### src/rtl/irq_csr_pkg.sv
package irq_csr_pkg;

  typedef enum logic [1:0] {
    OP_NONE = 2'd0,
    OP_SWAP = 2'd1,
    OP_SET  = 2'd2,
    OP_CLR  = 2'd3
  } csr_op_e;

  typedef enum logic [1:0] {
    PRV_U   = 2'd0,
    PRV_S   = 2'd1,
    PRV_RSV = 2'd2,
    PRV_M   = 2'd3
  } priv_e;

  // level positions inside both registers
  localparam int LVL_USR = 0;
  localparam int LVL_SUP = 1;
  localparam int LVL_MCH = 2;
  localparam int NUM_LVL = 3;

  // positions software may write, per register
  localparam logic [NUM_LVL-1:0] PEND_WR_MASK = 3'b011;
  localparam logic [NUM_LVL-1:0] ENA_WR_MASK  = 3'b111;

  // new stored value of one position for an access
  function automatic logic apply_op(csr_op_e op, logic old_v, logic src_v);
    case (op)
      OP_SWAP: return src_v;
      OP_SET:  return old_v | src_v;
      OP_CLR:  return old_v & ~src_v;
      default: return old_v;
    endcase
  endfunction

  // does the access touch this position at all
  function automatic logic touches(csr_op_e op, logic src_v, logic impl);
    case (op)
      OP_SWAP:        return impl;
      OP_SET, OP_CLR: return impl & src_v;
      default:        return 1'b0;
    endcase
  endfunction

  function automatic logic may_write(priv_e cur, priv_e need);
    return cur >= need;
  endfunction

  function automatic priv_e pend_owner(int lvl);
    case (lvl)
      LVL_USR: return PRV_S;
      default: return PRV_M;
    endcase
  endfunction

  function automatic priv_e ena_owner(int lvl);
    case (lvl)
      LVL_USR: return PRV_U;
      LVL_SUP: return PRV_S;
      default: return PRV_M;
    endcase
  endfunction

endpackage

### src/rtl/irq_sw_bit.sv
module irq_sw_bit
  import irq_csr_pkg::*;
(
  input  logic    clk,
  input  logic    rst,
  input  logic    we,
  input  csr_op_e op,
  input  logic    src,
  output logic    q
);

  always_ff @(posedge clk) begin
    if (rst)     q <= 1'b0;
    else if (we) q <= apply_op(op, q, src);
  end

endmodule

### src/rtl/irq_wr_guard.sv
module irq_wr_guard
  import irq_csr_pkg::*;
(
  input  logic               acc_en,
  input  csr_op_e            op,
  input  logic               sel_ena,
  input  logic [NUM_LVL-1:0] src,
  input  priv_e              cur_priv,
  output logic [NUM_LVL-1:0] wr_pend,
  output logic [NUM_LVL-1:0] wr_ena,
  output logic               illegal
);

  logic [NUM_LVL-1:0] viol_pend;
  logic [NUM_LVL-1:0] viol_ena;

  for (genvar g = 0; g < NUM_LVL; g++) begin : g_lvl
    logic hit_p, hit_e, ok_p, ok_e;
    assign hit_p = acc_en & ~sel_ena & touches(op, src[g], PEND_WR_MASK[g]);
    assign hit_e = acc_en &  sel_ena & touches(op, src[g], ENA_WR_MASK[g]);
    assign ok_p  = may_write(cur_priv, pend_owner(g));
    assign ok_e  = may_write(cur_priv, ena_owner(g));
    assign wr_pend[g]   = hit_p & ok_p;
    assign wr_ena[g]    = hit_e & ok_e;
    assign viol_pend[g] = hit_p & ~ok_p;
    assign viol_ena[g]  = hit_e & ~ok_e;
  end

  assign illegal = (|viol_pend) | (|viol_ena);

endmodule

### src/rtl/irq_req_gate.sv
module irq_req_gate
  import irq_csr_pkg::*;
(
  input  logic [NUM_LVL-1:0] pend,
  input  logic [NUM_LVL-1:0] ena,
  output logic [NUM_LVL-1:0] req
);

  for (genvar g = 0; g < NUM_LVL; g++) begin : g_req
    assign req[g] = pend[g] & ena[g];
  end

endmodule

### src/rtl/irq_pend_csr.sv
module irq_pend_csr
  import irq_csr_pkg::*;
(
  input  logic               clk,
  input  logic               rst,
  input  logic               csr_en,
  input  logic [1:0]         csr_op,
  input  logic               csr_sel,
  input  logic [NUM_LVL-1:0] csr_wdata,
  input  logic [1:0]         cur_priv,
  input  logic               ext_usr,
  input  logic               ext_sup,
  input  logic               ext_mach,
  output logic [NUM_LVL-1:0] csr_rdata,
  output logic               csr_illegal,
  output logic               pend_usr,
  output logic               pend_sup,
  output logic               en_usr,
  output logic               en_sup,
  output logic               en_mach,
  output logic               irq_usr,
  output logic               irq_sup,
  output logic               irq_mach
);

  csr_op_e            op_e;
  priv_e              priv_v;
  logic [NUM_LVL-1:0] ext_vec;
  logic [NUM_LVL-1:0] sw_pend_q;
  logic [NUM_LVL-1:0] ena_q;
  logic [NUM_LVL-1:0] pend_merged;
  logic [NUM_LVL-1:0] wr_pend;
  logic [NUM_LVL-1:0] wr_ena;
  logic [NUM_LVL-1:0] req_vec;
  logic               illegal_w;

  assign op_e   = csr_op_e'(csr_op);
  assign priv_v = priv_e'(cur_priv);

  assign ext_vec[LVL_USR] = ext_usr;
  assign ext_vec[LVL_SUP] = ext_sup;
  assign ext_vec[LVL_MCH] = ext_mach;

  irq_wr_guard u_guard (
    .acc_en   (csr_en),
    .op       (op_e),
    .sel_ena  (csr_sel),
    .src      (csr_wdata),
    .cur_priv (priv_v),
    .wr_pend  (wr_pend),
    .wr_ena   (wr_ena),
    .illegal  (illegal_w)
  );

  for (genvar g = 0; g < NUM_LVL; g++) begin : g_bits
    irq_sw_bit u_pend (
      .clk (clk),
      .rst (rst),
      .we  (wr_pend[g]),
      .op  (op_e),
      .src (csr_wdata[g]),
      .q   (sw_pend_q[g])
    );
    irq_sw_bit u_ena (
      .clk (clk),
      .rst (rst),
      .we  (wr_ena[g]),
      .op  (op_e),
      .src (csr_wdata[g]),
      .q   (ena_q[g])
    );
    // merged view: software flop OR live controller line
    assign pend_merged[g] = sw_pend_q[g] | ext_vec[g];
  end

  irq_req_gate u_req (
    .pend (pend_merged),
    .ena  (ena_q),
    .req  (req_vec)
  );

  assign csr_rdata   = csr_sel ? ena_q : pend_merged;
  assign csr_illegal = illegal_w;
  assign pend_usr    = pend_merged[LVL_USR];
  assign pend_sup    = pend_merged[LVL_SUP];
  assign en_usr      = ena_q[LVL_USR];
  assign en_sup      = ena_q[LVL_SUP];
  assign en_mach     = ena_q[LVL_MCH];
  assign irq_usr     = req_vec[LVL_USR];
  assign irq_sup     = req_vec[LVL_SUP];
  assign irq_mach    = req_vec[LVL_MCH];

endmodule

### config.mk
export PLATFORM = sky130hd
export DESIGN_NAME = irq_pend_csr
export DESIGN_NICKNAME = d
export VERILOG_FILES = /design/src/rtl/irq_csr_pkg.sv /design/src/rtl/irq_sw_bit.sv /design/src/rtl/irq_wr_guard.sv /design/src/rtl/irq_req_gate.sv /design/src/rtl/irq_pend_csr.sv
export SDC_FILE = /design/constraint.sdc
export NUM_CORES = 1
export LEC_CHECK = 0
export BUFFER_PORTS_ARGS = -buffer_cell sky130_fd_sc_hd__buf_2
export CORE_AREA = 2 2 39 41
export DETAILED_ROUTE_END_ITERATION = 6
export DIE_AREA = 0 0 41 43
export PLACE_DENSITY = 0.83
export SLEW_MARGIN = 20
export SYNTH_ARGS = -nofsm -noshare
export SYNTH_HDL_FRONTEND = slang
export SYNTH_HIERARCHICAL = 1
export SYNTH_SLANG_ARGS = --single-unit
### constraint.sdc
create_clock -name clk -period 1.2 [get_ports clk]
set_input_delay 0 -clock clk [delete_from_list [all_inputs] [get_ports clk]]
set_output_delay 0 -clock clk [all_outputs]
set_load 0.005 [all_outputs]
==> results of run 1 <==
==> worst reg2reg max path, delay by kind of cell (launching register included) <==
kind	cells	cell delay (ps)
buf+inv	1	130
flops	1	310
simple gates	1	130
compound gates	2	210
==> stage by stage <==
stage | TNS, ps | area [um2]
3_5_place_dp | -113 | 764
5_1_grt | -7.39 | 817
3_3_place_gp | 0 | 764
4_1_cts | 0 | 796
6_report | 0 | 817
2_1_floorplan | 0 | 574
==> registers in the layout, summed over array words and instances, names as in the netlist <==
name and cells:
g_bits.u_pend/q 3, g_bits.u_ena/q 3
==> area by class of cell <==
class	instances	area (um2)
clock buffers	3	22.5
flip-flops and latches	6	123
fillers	133	567
inverters	6	22.5
multi-input cells	64	423
repair buffers	35	206
well taps	16	20.0
==> timing repair <==
action | in CTS | in global routing
hold buffers | 0 | 0
pin swaps | 1 | 2
resized for setup | 1 | 4
setup buffers | 1 | 1
endpoints found under the setup margin | 1 | 2
==> layer usage <==
layer,GRT usage [%],vias up
li1,-,360
met4,8.00,0
met3,1.57,4
met2,36.6,25
met1,21.1,363
met5,0,-
==> cell families after synthesis <==
group	count (synthesis)	synth area share (%)
AOI/OAI and AO/OA	24	25.5
muxes	5	9.37
other	1	0.653
DFF	6	20.9
and+or+nand+nor	34	37.0
buffers and inverters	8	6.53
==> placed cells by master, fill, tap and decap left out, types with 2 or more instances in the layout <==
master / count
o21ai_0: 6
nand4b_1: 6
nor2_1: 2
and2_1: 3
nor3_1: 4
clkbuf_4: 3
mux2_2: 2
buf_4: 10
nor2b_1: 7
nand2_1: 2
a21oi_1: 3
inv_1: 6
mux2i_1: 2
a31oi_1: 12
dfxtp_1: 4
or2_0: 6
dfxtp_2: 2
buf_2: 24
or2_1: 2
==> cell usage after synthesis <==
cell | n | share of area (%)
mux2i_1 | 2 | 3.5
nand2_1 | 2 | 1.3
dfxtp_1 | 6 | 21
o21ai_0 | 6 | 5.2
conb_1 | 1 | 0.65
o211a_1 | 1 | 1.7
nor3_1 | 4 | 3.5
or2_1 | 3 | 3.3
or2_0 | 6 | 6.5
a311oi_1 | 1 | 1.5
buf_4 | 2 | 2.6
mux2_2 | 3 | 5.9
nand2b_1 | 1 | 1.1
o211ai_1 | 1 | 1.3
nand4b_1 | 6 | 9.2
a21oi_1 | 3 | 2.6
a31oi_1 | 12 | 13
nor2b_1 | 7 | 7.6
inv_1 | 6 | 3.9
and2_1 | 3 | 3.3
nor2_1 | 2 | 1.3
==> how the worst max path moves through the flow <==
stage / to / cells after the start
3_5_place_dp: g_bits[1].u_pend/q / 7
6_report: csr_rdata[1] / 3
5_1_grt: csr_rdata[0] / 3
2_1_floorplan: g_bits[0].u_pend/q / 6
3_3_place_gp: g_bits[0].u_pend/q / 7
4_1_cts: csr_rdata[1] / 3
==> power groups by stage <==
stage / logic [uW] / clock network, uW / registers (uW)
finish: 188 / 185 / 214
global route: 206 / 202 / 215
CTS: 177 / 194 / 214
detailed placement: 175 / 0 / 218
global placement: 169 / 0 / 218
floorplan: 78.6 / 0 / 216
==> metrics.txt, run 1 <==
status finished clean; Vias between 700 and 800; Yosys cell types 21; H-tree depth 1; worst r2r src g_bits[1].u_pend/q; minimum clock period about 1200 ps; CP required 1200 ps; PnR Total Power 588 uW; total gr overflow 0; worst hold path startpoint rst; Seq/Total Area, Yosys between 20% and 30%; Leakage ~0.00035 uW; FF-to-FF End g_bits[1].u_pend/q; Root Buffer clkbuf_4; RSZ-0062 raised after global routing true; Syn-to-layout area delta 42.3%; crit path DAT approximately 1200 ps; Gate power share 32.1%; CTS max path bufs 2; yosys warns 6; final count of pins violating max slew 0; largest fanout on the critical path 3; clock skew 0 ps; routed len/inst around 13 um; clock sink total 6; die height around 43 um; drc violations 0; DR WL met2 between 800 and 900 um; total die area 1760 um2; post-DP HPWL between 1000 and 1500 um; Initial Util 41.5%; I/O pin total 26; fmax roughly 850 MHz; worst hold path depth 2; cell area after synthesis between 500 and 600 um2; vias in the first global route roughly 650; Peak VDD IR roughly 340 uV; Psw between 150 and 200 uW; crit start category register; Reg power frac a little over a third; dpl ws -50.2 ps; Clk pwr share 31.5%; PortBufs 25; Final WS setup slightly below 30 ps; layout cell share with drive strength beyond 1 between 30% and 40%; internal reg-to-reg setup slack 300 ps; DRT Wirelength roughly 1600 um; Hold Violations, Final 0; PD cells about 720 nW/um2; Mapped Cells between 70 and 80; nature of the critical path endpoint output port; Crit path largest cell delay roughly 310 ps; CTS tree yes; Rows 14; Max Used Layer met4; largest net degree at the start of global routing 14; Setup Crit Path Kind register to output port; Placer Congestion between 0.9 and 1; Worst Path Buf+Inv 1; final net count 130; DP Cell Count 125; post-route ant nets 0; GRT Total Usage between 10% and 20%; hold crit path type primary input to register; Worst Hold End g_bits[0].u_pend/q; Critical Path, Cell by Cell or2_4, mux2_4, buf_6; highest-delay cell along the critical path dfxtp_2; Iteration-0 DRC Markers 13; internal power around 420 uW; TritonCTS Buffers 3; initial antenna violation count 0; critical path's top delay family flip-flops; final core occ 59.0%; crit path from g_bits[1].u_pend/q; 1st-pass router iterations 5; Diodes inserted 0; core area 1380 um2; syn_nets between 90 and 100; first-pass GRT wire length approximately 2400 um; met1 WL 671 um; fin crit share 97.5%; worst reg2reg path depth 4; clock-pin slew on the worst setup and hold paths 40 ps; vias per cell 5.78; switching portion of total power around 29%; DR WL met3 just over 90 um; flops & latches, synth 6; Cell Count, Final, Fillers Out 130; final setup vio count 0; die width between 40 and 50 um; Hold WS around 10 ps; syn_area_per_cell between 7 and 8 um2; Max Cap Violations 0; clk_lat worst skew 240 ps
(Power assumes the default switching activity.)
==> run 2: changes to the inputs <==
--- a/config.mk
+++ b/config.mk
@@ -7,9 +7,12 @@
 export LEC_CHECK = 0
 export BUFFER_PORTS_ARGS = -buffer_cell sky130_fd_sc_hd__buf_2
 export CORE_AREA = 2 2 39 41
+export CTS_CLUSTER_SIZE = 24
 export DETAILED_ROUTE_END_ITERATION = 6
 export DIE_AREA = 0 0 41 43
+export MAX_ROUTING_LAYER = met4
 export PLACE_DENSITY = 0.83
+export SETUP_SLACK_MARGIN = 0.4
 export SLEW_MARGIN = 20
 export SYNTH_ARGS = -nofsm -noshare
 export SYNTH_HDL_FRONTEND = slang
==> run 2 against run 1 <==
- global-route usage is 3.6 points higher
- non-clock buffer count up 10
- critical path depth is the same
- largest cell class unchanged
- critical endpoint unchanged
==> metrics.txt, run 2 (synthesized netlist as in run 1, its figures left out) <==
FF-to-FF End g_bits[1].u_pend/q; largest fanout on the critical path 3 (unchanged); Iteration-0 DRC Markers 22 (+9); DRT Wirelength 1970 um (+20%); total gr overflow 0 (unchanged); Diodes inserted 0 (unchanged); Initial Util 41.5% (unchanged); hold crit path type primary input to register; GRT Total Usage 23.4% (+3.6 points); nature of the critical path endpoint output port; CTS tree yes; status finished clean; worst hold path depth 3 (+1); die width 41 um (unchanged); commonest non-fill, non-tap cells in the layout 19 x buf_2, 12 x a31oi_1, 12 x buf_4; worst r2r src g_bits[1].u_pend/q; PnR Total Power 676 uW (+15%); H-tree depth 1 (unchanged); fin crit share 98.8% (+1.2 points); final core occ 76.0% (+17 points); 1st-pass router iterations 4 (-1); clock-pin slew on the worst setup and hold paths 50 ps (about the same); Vias 789 (+4.9%); DP Cell Count 120 (-4.0%); Crit path largest cell delay 320 ps (about the same); Cell Count, Final, Fillers Out 140 (+7.7%); Filler Cells Inserted 94 (-29%); flip-flop and latch area 130 um2 (+6.1%); initial antenna violation count 0 (unchanged); vias per cell 5.64 (-2.6%); Leakage 0.000451 uW (+28%); final setup vio count 0 (unchanged); minimum clock period 1190 ps (+14.9 ps); drc violations 0 (unchanged); clock skew 0 ps (unchanged); Setup Crit Path Kind register to output port; CTS max path bufs 2 (unchanged); CP required 1200 ps (about the same); TritonCTS Buffers 3 (unchanged); core area 1380 um2 (unchanged); Rows 14 (unchanged); commonest non-fill, non-tap cell in the layout buf_2; PD cells 642 nW/um2 (-11%); Root Buffer clkbuf_4; Final WS setup 14.9 ps (-14.9 ps); final net count 140 (+7.7%); Hold WS 62.0 ps (+51.7 ps); Worst Hold End g_bits[2].u_ena/q; final count of pins violating max slew 0 (unchanged); Multi-input gate area 503 um2 (+19%); worst reg2reg path depth 5 (+1); Peak VDD IR 306 uV (-9.2%); internal reg-to-reg setup slack 230 ps (-70 ps); PortBufs 25 (unchanged); Hold Violations, Final 0 (unchanged); fmax 844 MHz (-1.3%); crit start category register; Max Cap Violations 0 (unchanged); post-route ant nets 0 (unchanged); Placer Congestion 0.817 (-12%); crit path DAT 1190 ps (+20 ps); routed len/inst 14.1 um (+11%); Critical Path, Cell by Cell or2_4, mux2_2, buf_2; dpl ws 75.9 ps (+126 ps); worst hold path startpoint csr_op[1]; die height 43 um (unchanged); vias in the first global route 655 (+1.6%); layout cell share with drive strength beyond 1 55.6% (+17 points); post-DP HPWL 1160 um (-5.0%); clk_lat worst skew 250 ps (about the same); first-pass GRT wire length 2770 um (+15%); total die area 1760 um2 (unchanged); RSZ-0062 raised after global routing true; largest net degree at the start of global routing 16 (+2); biggest regs g_bits.u_ena/q x3, g_bits.u_pend/q x3; highest-delay cell along the critical path dfxtp_2; clock sink total 6 (unchanged); Syn-to-layout area delta 83.2%; I/O pin total 26 (unchanged)
[run 2: cell count changes in the layout (fill, tap and decap cells not counted), moves of 3 or more]
cell     change
buf_6       +10
nor3_4       +3
a21oi_1      -3
dfxtp_1      -4
buf_2        -5
dfxtp_2      +3
nor3_1       -4
[run 2: timing repair]
item / in CTS / in global routing
hold buffers: 1 / 0
setup buffers: 8 / 8
setup endpoints to repair: 14 / 15
pin swaps: 10 / 6
gates resized for setup: 17 / 20
endpoints found under the hold margin: 4 / 0
[run 2: worst max path at each step]
stage	start	to	slack, ps	cells after the start
after global routing	g_bits[1].u_pend/q	csr_rdata[1]	-20	3
after CTS	g_bits[1].u_pend/q	csr_rdata[1]	30	3
final	g_bits[1].u_pend/q	csr_rdata[1]	10	3
after detailed placement	csr_op[1]	g_bits[0].u_ena/q	80	7
after global placement	csr_op[1]	g_bits[2].u_ena/q	150	7
after floorplan	csr_op[0]	g_bits[0].u_ena/q	380	7
[run 2: critical path, delay by kind of cell, from the launching register on]
| family | cells | cell delay [ps] |
|---|---|---|
| multiplexers | 1 | 250 |
| flip-flops | 1 | 320 |
| buffers and inverters | 1 | 120 |
| AND/OR/NAND/NOR | 1 | 230 |
[run 2: cell type report]
class,count,share of cell area (%)
clock buffers,3,2.14
inverters,6,2.14
multi-input cells,64,47.8
flip-flops and latches,6,12.4
well taps,16,1.90
repair buffers,45,33.7
[run 2: through the flow]
step	instance area, um2	setup TNS (ps)
3_5_place_dp	769	0
6_report	1050	0
4_1_cts	913	0
3_3_place_gp	769	0
2_1_floorplan	617	0
5_1_grt	1050	-37.5
[run 2: power by group]
part	internal, uW	switching [uW]
Sequential	208	5.69
Combinational	144	122
Clock	114	82.5
Total	466	210
[run 2: routing by layer]
metal  part of all wire [%]  track usage (%)  up-vias  wire (um)
met5                      0                -        -          0
li1                       -                -      385          -
met2                     48             35.3       27        947
met1                     44             29.5      367        872
met3                    3.4                0       10         67
met4                    4.1             15.3        0         81
